[config.mk]
export PLATFORM = sky130hd
export DESIGN_NAME = rename_commit_rf
export DESIGN_NICKNAME = d
export VERILOG_FILES = /design/src/rtl/rrf_pkg.sv /design/src/rtl/rrf_ring_ctrl.sv /design/src/rtl/rrf_arch_file.sv /design/src/rtl/rrf_lookup.sv /design/src/rtl/rename_commit_rf.sv
export SDC_FILE = /design/constraint.sdc
export NUM_CORES = 2
export LEC_CHECK = 0
export ABC_AREA = 1
export BUFFER_PORTS_ARGS = -buffer_cell sky130_fd_sc_hd__buf_2
export CAP_MARGIN = 20
export CORE_MARGIN = 2
export CORE_UTILIZATION = 40
export DETAILED_ROUTE_END_ITERATION = 16
export SLEW_MARGIN = 20
export SYNTH_ARGS = -nofsm -noshare
export SYNTH_HDL_FRONTEND = slang
export SYNTH_SLANG_ARGS = --single-unit
[constraint.sdc]
create_clock -name clk -period 5.8 [get_ports clk]
set_clock_uncertainty 0.05 [all_clocks]
set_input_delay 1.16 -clock clk [delete_from_list [all_inputs] [get_ports clk]]
set_output_delay 1.16 -clock clk [all_outputs]
set_load 0.005 [all_outputs]
[src/rtl/rrf_pkg.sv]
package rrf_pkg;
    localparam int ARCH_REGS = 32;
    localparam int AIDX_W    = $clog2(ARCH_REGS);
    localparam int XLEN      = 32;
    localparam int POOL      = 4;
    localparam int TAG_W     = $clog2(POOL);
    localparam int CNT_W     = $clog2(POOL + 1);
    localparam int RD_PORTS  = 2;

    typedef logic [TAG_W-1:0]  tag_t;
    typedef logic [AIDX_W-1:0] aidx_t;
    typedef logic [XLEN-1:0]   word_t;

    typedef struct packed {
        logic  held;
        logic  done;
        aidx_t dst;
        word_t val;
    } slot_t;

    typedef struct packed {
        logic  hit;
        logic  done;
        word_t val;
    } probe_t;

    function automatic tag_t tag_after(tag_t t, int unsigned k);
        return t + tag_t'(k);
    endfunction
endpackage

[src/rtl/rrf_ring_ctrl.sv]
module rrf_ring_ctrl
    import rrf_pkg::*;
(
    input  logic             clk,
    input  logic             rst,
    input  logic             flush,
    input  logic             alloc_req,
    input  logic             retire_fire,
    output logic             grant,
    output logic             full,
    output tag_t             head,
    output tag_t             tail,
    output logic [CNT_W-1:0] count
);
    assign full  = (count == CNT_W'(POOL));
    assign grant = alloc_req && !flush && !full;

    always_ff @(posedge clk) begin
        if (rst || flush) begin
            head  <= '0;
            tail  <= '0;
            count <= '0;
        end else begin
            if (grant)       tail <= tag_after(tail, 1);
            if (retire_fire) head <= tag_after(head, 1);
            count <= count + CNT_W'(grant) - CNT_W'(retire_fire);
        end
    end

    p_count_bound_r3: assert property (@(posedge clk) disable iff (rst)
        count <= CNT_W'(POOL));
    p_full_no_growth_r3: assert property (@(posedge clk) disable iff (rst)
        (full && !flush) |=> (count <= $past(count)));
    p_flush_restart_r9: assert property (@(posedge clk) disable iff (rst)
        flush |=> (count == '0 && head == '0 && tail == '0));
    p_head_step_r5: assert property (@(posedge clk) disable iff (rst)
        (retire_fire && !flush) |=> (head == tag_after($past(head), 1)));
endmodule

[src/rtl/rrf_arch_file.sv]
module rrf_arch_file
    import rrf_pkg::*;
#(
    parameter int NREGS = ARCH_REGS,
    parameter int NRD   = RD_PORTS
) (
    input  logic                  clk,
    input  logic                  rst,
    input  logic                  we,
    input  aidx_t                 widx,
    input  word_t                 wdata,
    input  aidx_t [NRD-1:0]       ridx,
    output word_t [NRD-1:0]       rdata
);
    word_t [NREGS-1:0] regs;

    always_ff @(posedge clk) begin
        if (rst)     regs       <= '0;
        else if (we) regs[widx] <= wdata;
    end

    for (genvar p = 0; p < NRD; p++) begin : g_rd
        assign rdata[p] = regs[ridx[p]];
    end

    p_hold_without_commit_r9: assert property (@(posedge clk) disable iff (rst)
        !we |=> $stable(regs));
    p_commit_lands_r5: assert property (@(posedge clk) disable iff (rst)
        we |=> (regs[$past(widx)] == $past(wdata)));
endmodule

[src/rtl/rrf_lookup.sv]
module rrf_lookup
    import rrf_pkg::*;
(
    input  slot_t  slots [POOL],
    input  tag_t   head,
    input  aidx_t  ridx,
    output probe_t res
);
    always_comb begin
        res = '0;
        // walk oldest to youngest so the last match wins
        for (int k = 0; k < POOL; k++) begin
            tag_t s;
            s = tag_after(head, k);
            if (slots[s].held && slots[s].dst == ridx) begin
                res.hit  = 1'b1;
                res.done = slots[s].done;
                res.val  = slots[s].val;
            end
        end
    end
endmodule

[src/rtl/rename_commit_rf.sv]
module rename_commit_rf
    import rrf_pkg::*;
(
    input  logic                           clk,
    input  logic                           rst,
    input  logic                           alloc_req,
    input  logic [AIDX_W-1:0]              alloc_dst,
    output logic                           alloc_grant,
    output logic [TAG_W-1:0]               alloc_tag,
    output logic                           alloc_stall,
    input  logic                           wb_en,
    input  logic [TAG_W-1:0]               wb_tag,
    input  logic [XLEN-1:0]                wb_data,
    input  logic                           retire_en,
    input  logic [TAG_W-1:0]               retire_tag,
    input  logic                           flush,
    input  logic [RD_PORTS-1:0][AIDX_W-1:0] rd_idx,
    output logic [RD_PORTS-1:0][XLEN-1:0]  rd_data,
    output logic [RD_PORTS-1:0]            rd_ready
);
    slot_t            slots [POOL];
    tag_t             head, tail;
    logic [CNT_W-1:0] count;
    logic             full, grant, retire_fire;
    word_t [RD_PORTS-1:0] arch_val;

    assign retire_fire = retire_en && !flush && (retire_tag == head)
                       && slots[head].held && slots[head].done;

    rrf_ring_ctrl u_ring (
        .clk(clk), .rst(rst), .flush(flush), .alloc_req(alloc_req),
        .retire_fire(retire_fire), .grant(grant), .full(full),
        .head(head), .tail(tail), .count(count)
    );

    assign alloc_grant = grant;
    assign alloc_tag   = tail;
    assign alloc_stall = full;

    for (genvar i = 0; i < POOL; i++) begin : g_slot
        always_ff @(posedge clk) begin
            if (rst || flush) begin
                slots[i] <= '0;
            end else if (grant && tail == tag_t'(i)) begin
                slots[i].held <= 1'b1;
                slots[i].done <= 1'b0;
                slots[i].dst  <= alloc_dst;
                slots[i].val  <= '0;
            end else if (retire_fire && head == tag_t'(i)) begin
                slots[i].held <= 1'b0;
                slots[i].done <= 1'b0;
            end else if (wb_en && wb_tag == tag_t'(i) && slots[i].held) begin
                slots[i].done <= 1'b1;
                slots[i].val  <= wb_data;
            end
        end
    end

    rrf_arch_file #(.NREGS(ARCH_REGS), .NRD(RD_PORTS)) u_arch (
        .clk(clk), .rst(rst), .we(retire_fire),
        .widx(slots[head].dst), .wdata(slots[head].val),
        .ridx(rd_idx), .rdata(arch_val)
    );

    for (genvar p = 0; p < RD_PORTS; p++) begin : g_port
        probe_t pr;
        rrf_lookup u_look (
            .slots(slots), .head(head), .ridx(rd_idx[p]), .res(pr)
        );
        assign rd_data[p]  = pr.hit ? pr.val  : arch_val[p];
        assign rd_ready[p] = pr.hit ? pr.done : 1'b1;
    end

    p_alloc_opens_r2: assert property (@(posedge clk) disable iff (rst)
        alloc_grant |=> (slots[$past(alloc_tag)].held && !slots[$past(alloc_tag)].done));
    p_wb_marks_done_r4: assert property (@(posedge clk) disable iff (rst)
        (wb_en && !flush && slots[wb_tag].held && !(retire_fire && head == wb_tag))
        |=> (slots[$past(wb_tag)].done && slots[$past(wb_tag)].val == $past(wb_data)));
    p_retire_frees_r5: assert property (@(posedge clk) disable iff (rst)
        retire_fire |=> !slots[$past(head)].held);
endmodule

# Yosys cells after proc, flatten, opt, wreduce, memory -nomap -nowiden
# Index checks and enable logic that the tools add are counted.
[word_totals]
out_inout_bits = 70
input_bits = 57
reg_bits = 1187
word_cells = 192
[op_classes]
n_addsub = 6
n_mux = 47
n_reduce_logical = 53
n_lt_le_gt_ge = 8
n_bitwise = 8
n_eq_ne = 19
[op_table]
columns = ["operator", "n"]
rows = [
  ["$bwmux 1024", 1],
  ["$bmux 32 s5", 2],
  ["$bmux 39 s2", 4],
  ["$mux 39", 8],
  ["$mux 34", 8],
  ["$demux 32 s5", 1],
  ["$mux 32", 5],
  ["$eq 5x5->1", 8],
  ["$logic_and 1x1->1", 31],
  ["$lt 5x6->1 const B", 3],
  ["$mux 1", 14],
  ["$eq 2x2->1 const B", 6],
  ["$ge 3x3->1 const B", 4],
  ["$not 2->3", 4],
  ["$reduce_or 3->1", 4],
  ["$mux 2", 4],
  ["$reduce_and 2->1", 4],
  ["$reduce_bool 2->1", 4],
  ["$reduce_or 2->1", 4],
  ["$eq 2x1->1 const B", 3],
  ["$logic_not 2->1", 3],
  ["$ge 5x1->1 const B", 1],
  ["$add 2x1->2 const B", 2],
  ["$add 2x2->2 const B", 2],
  ["7 further kinds", 11],
]

# Depth between registers and ports, before layout
[depth]
word_depth = 11
ltp_mapped = 23
ltp_nobuf = 16

# By module
# Synthesis repeated with hierarchy kept, for this count alone.
[hier_totals]
hier_cells = 12755
area_unflattened_um2 = 74763.0
[by_module_without_submodules]
columns = ["mod", "n_inst", "seq_area_each_um2", "cells_each", "area_per_inst_um2"]
rows = [
  ["rrf_arch_file", 1, 20499.7, 9441, 55723.4],
  ["rrf_lookup", 2, 0.0, 1065, 5253.8],
  ["rename_commit_rf", 1, 3123.0, 1137, 8166.6],
  ["rrf_ring_ctrl", 1, 140.1, 47, 365.4],
]

# Worst setup path before layout
# OpenSTA, ideal clock, no wires.
[synth_timing]
path_kind = "reg2out"
startpoint = "reg u_ring.head[1]"
endpoint = "out rd_data[17] in the netlist's numbering"
arrival_ns = 3.267
stages_incl_launch_ff = 22
t_required_ns = 4.590
setup_slack_ns = 1.323
n_path_buf = 8
cell_sequence = "dfxtp_1 inv_1 buf_2 buf_2 buf_2 buf_1 ha_1 clkbuf_2 inv_2 buf_2 nand3_1 nand2_1 nand2_1 a22oi_1 nand3_1 inv_1 buf_2 clkbuf_1 nor2_1 nand2_1 nand2_1 nand2_1"
[synth_lines]
columns = ["element", "line_no", "source"]
rows = [
  ["start: declaration", "rrf_ring_ctrl.sv:11", "output tag_t head,"],
  ["start signal: assignment", "rrf_ring_ctrl.sv:25", "if (retire_fire) head <= tag_after(head, 1);"],
  ["end: declaration", "rename_commit_rf.sv:18", "output logic [RD_PORTS-1:0][XLEN-1:0] rd_data,"],
]

==> metrics.csv <==
stage;metric;value;unit
status;status;finished, final reports clean;
synth;Ys Warns;0;
global_route;largest net degree at the start of global routing;208;
worst_setup_path;slowest stage cell, crit path;o21ai_0;
timing;fmax;173;MHz
route;DRC violation total after the first TritonRoute iteration;12673;
global_route;vias in the first global route;71277;
cts;maximum root-to-sink buffer count;3;
cts;Skew-Pair Late Insertion Delay;800;ps
cells_and_area;nets@finish;10420;
placed_design;Buffers on Ports;126;
timing;Tcrit/Tclk final;99.4;%
power_and_ir_drop;Int Pwr;14100;µW
cells_and_area;Cell Count, Final, Fillers Out;12680;
worst_setup_path;reg2reg end;u_arch.regs[366];
floorplan;die footprint;174000;µm²
worst_setup_path;critical path arrival;4560;ps
hold_path;Worst Hold Path EP;u_arch.regs[299];
power_and_ir_drop;Worst VDD drop;0.328;mV
floorplan;core area;169000;µm²
worst_setup_path;Crit Path Max Fanout;30;
power_and_ir_drop;Reg power frac;41.7;%
cts;Reg clk slew, reported paths;60;ps
worst_setup_path;startpoint type of the worst setup path;flip-flop;
worst_setup_path;R2R cell count;10;
power_and_ir_drop;clock power share;47.7;%
global_route;antenna violations before repair;20;
floorplan;Rows;151;
run;maxcap violations;0;
cts;total CTS buffers;140;
cells_and_area;register area;23800;µm²
route;vias post-DR;78876;
timing;Final TNS setup;0;ps
worst_setup_path;Most common cell on crit path;nand2_1;
worst_setup_path;worst r2r src;u_ring.head[0];
floorplan;chip height;417;µm
cts;post-cts sizing count;0;
synth;Syn Nets;10922;
floorplan;IO Pins;127;
route;via/cell ratio;6.22;
floorplan;Initial Util;40.3;%
timing;fin. max-slew vios;0;
synth;Synth cell types;33;
worst_setup_path;critical path class;reg2out;
synth;Avg Inst Size Synth;6.29;µm²
hold_path;worst hold path cell count;2;
cts;CTS sink count;1187;
cells_and_area;Layout area overhead;10.9;%
synth;share of the synthesized area in the top cell type;34.8;%
worst_setup_path;CP Cell Sequence;inv_2 > buf_4 > nand2_1 > nand3_1 > nand2_1 > nand2_1 > nand2_1 > nor2_1 > nand3_1 > nand2_1 > nor2_4 > buf_12 > o21ai_0 > nand2_1 > buf_2;
synth;Area contributors post-synth;dfxtp_1 (35%), a21oi_1 (14%), o21ai_0 (12%), nand3_1 (11%), nand2_1 (10%);
global_route;first-pass GRT wire length;474;mm
power_and_ir_drop;pwr/cell area;259;nW/µm²
route;DR pass1 iterations;9;
hold_path;worst hold path class;reg2reg;
placed_design;GP Congestion;1.05;
synth;synthesized area;68300;µm²
cts;root buf cell;clkbuf_16;
synth;Cells after Synth;10854;
timing;post-layout min period;5770;ps
cells_and_area;layout cells sized above 1;7.52;%
cells_and_area;final core utilization;44.7;%
route;routed wire length;327;mm
cells_and_area;Filler cells;17409;
timing;RSZ-0062 raised after global routing;false;
timing;Final Hold Vio Count;0;
timing;slew margin rel.;14.4;%
power_and_ir_drop;Psw;5440;µW
synth;#FFs+latches synth;1187;
global_route;Tot GR Track Use;35.8;%
worst_setup_path;CP required;4590;ps
cts;htree depth;4;
route;drt drc;0;
hold_path;hold_sp;u_arch.regs[299];
timing;final setup vio count;0;
cts;postcts setup bufs;0;
worst_setup_path;Setup crit end kind;output port;
cells_and_area;area of the multi-input gates;38100;µm²
synth;Synth area leader;dfxtp_1;
power_and_ir_drop;Leak;0.0253;µW
route;Post-DRT Antenna Nets;0;
route;DR WL/cell;25.8;µm
power_and_ir_drop;Logic pwr share;10.7;%
global_route;grt ovf;0;
cts;post-cts hold buffer count;0;
power_and_ir_drop;sw frac;27.8;%
timing;worst slew pin tran;1270;ps
cts;CTS tree;built;
placed_design;DP HPWL;199;mm
worst_setup_path;r2r setup slk;1720;ps
worst_setup_path;CP max stage delay;470;ps
floorplan;die width;417;µm
placed_design;Placed Cells;12427;
synth;Seq/Total Area, Yosys;34.8;%
how the worst max path moves through the flow:
stage,from,end,slack (ps),cells past startpoint
global placement,rd_idx[0],rd_data[11],260,12
detailed placement,rd_idx[0],rd_data[11],230,12
CTS,u_ring.head[0],rd_data[22],110,14
global route,u_ring.head[0],rd_data[4],0.7,14
floorplan,u_ring.head[1],rd_data[17],1320,21
finish,u_ring.head[0],rd_data[11],30,15
power by group through the flow:
stage	registers, µW	clock network (µW)	logic, µW
4_1_cts	8160	9400	1980
6_report	8160	9340	2090
2_1_floorplan	8340	0	1070
5_1_grt	8150	9740	2160
3_5_place_dp	8340	0	1970
3_3_place_gp	8340	0	1970
per-stage QoR:
step           hold slack, ps  cell area (µm²)  total power (µW)  worst slack, ps
3_3_place_gp              397            71000             10300              257
3_5_place_dp              403            71000             10300              234
2_1_floorplan             390            68300              9410             1320
4_1_cts                   412            75700             19500              106
6_report                  410            75800             19600             33.3
5_1_grt                   423            75800             20100            0.654
synth_stat cells, drive strengths merged:
cell type,n
a211oi,2
a21oi,1968
a22oi,1
and3,1
buf,402
clkbuf,701
clkinv,3
dfxtp,1187
fa,1
ha,10
inv,639
nand2,1880
nand3,1478
nand3b,2
nand4,8
nor2,571
nor3,2
nor4,5
o211ai,306
o21a,5
o21ai,1674
or2,5
xnor2,1
xor2,2
state kept, by name (all words and copies together) (netlist names):
| register | cells |
|---|---|
| slots | 156 |
| u_ring.head | 2 |
| u_arch.regs | 1024 |
| u_ring.tail | 2 |
| u_ring.count | 3 |
layout make-up:
| cell class | count | area share, % |
|---|---|---|
| Inverter | 642 | 3.23 |
| Sequential cell | 1187 | 31.4 |
| Clock inverter | 51 | 0.865 |
| Multi-Input combinational cell | 7922 | 50.3 |
| Tap cell | 2218 | 3.66 |
| Antenna cell | 3 | 0.00991 |
| Timing Repair Buffer | 459 | 5.09 |
| Clock buffer | 198 | 5.42 |
critical path, delay by kind of cell, from the launching register on:
family | cells | cell delay [ps]
flops | 1 | 450
compound gates | 1 | 470
simple gates | 10 | 1890
buf+inv | 4 | 870
cell usage in the layout, fill, tap and decap left out, drive strengths merged:
| cell type | synthesis | final |
|---|---|---|
| dfxtp | 1187 | 1187 |
| o21a | 5 | 5 |
| xnor2 | 1 | 1 |
| or2 | 5 | 5 |
| clkinvlp | 0 | 1 |
| nand3b | 2 | 2 |
| nor4 | 5 | 5 |
| fa | 1 | 1 |
| clkinv | 3 | 37 |
| diode | 0 | 3 |
| nand3 | 1478 | 1478 |
| nand2 | 1880 | 1880 |
| bufinv | 0 | 11 |
| nand4 | 8 | 8 |
| and3 | 1 | 1 |
| nor2 | 571 | 571 |
| ha | 10 | 10 |
| a21oi | 1968 | 1968 |
| a22oi | 1 | 1 |
| inv | 639 | 644 |
| nor3 | 2 | 2 |
| o21ai | 1674 | 1674 |
| xor2 | 2 | 2 |
| o211ai | 306 | 306 |
| a211oi | 2 | 2 |
| clkbuf | 701 | 198 |
| buf | 402 | 459 |
per-layer routing:
metal | track usage [%] | vias up | wire (µm)
met5 | 0 | - | 112
met4 | 24.1 | 20 | 24900
met3 | 9.50 | 1175 | 39200
met2 | 52.8 | 5139 | 137000
met1 | 45.7 | 36660 | 126000
li1 | - | 35882 | -
cell families after synthesis:
logic type	Yosys count	synth area share, %
XOR/XNOR	3	0.0385
buffers and inverters	1745	10.3
adder cells (fa/ha/maj)	11	0.213
AO/OA/AOI/OAI	3956	30.1
AND/OR/NAND/NOR	3952	24.5
flip-flops	1187	34.8
Power figures use the tool's default switching activity.
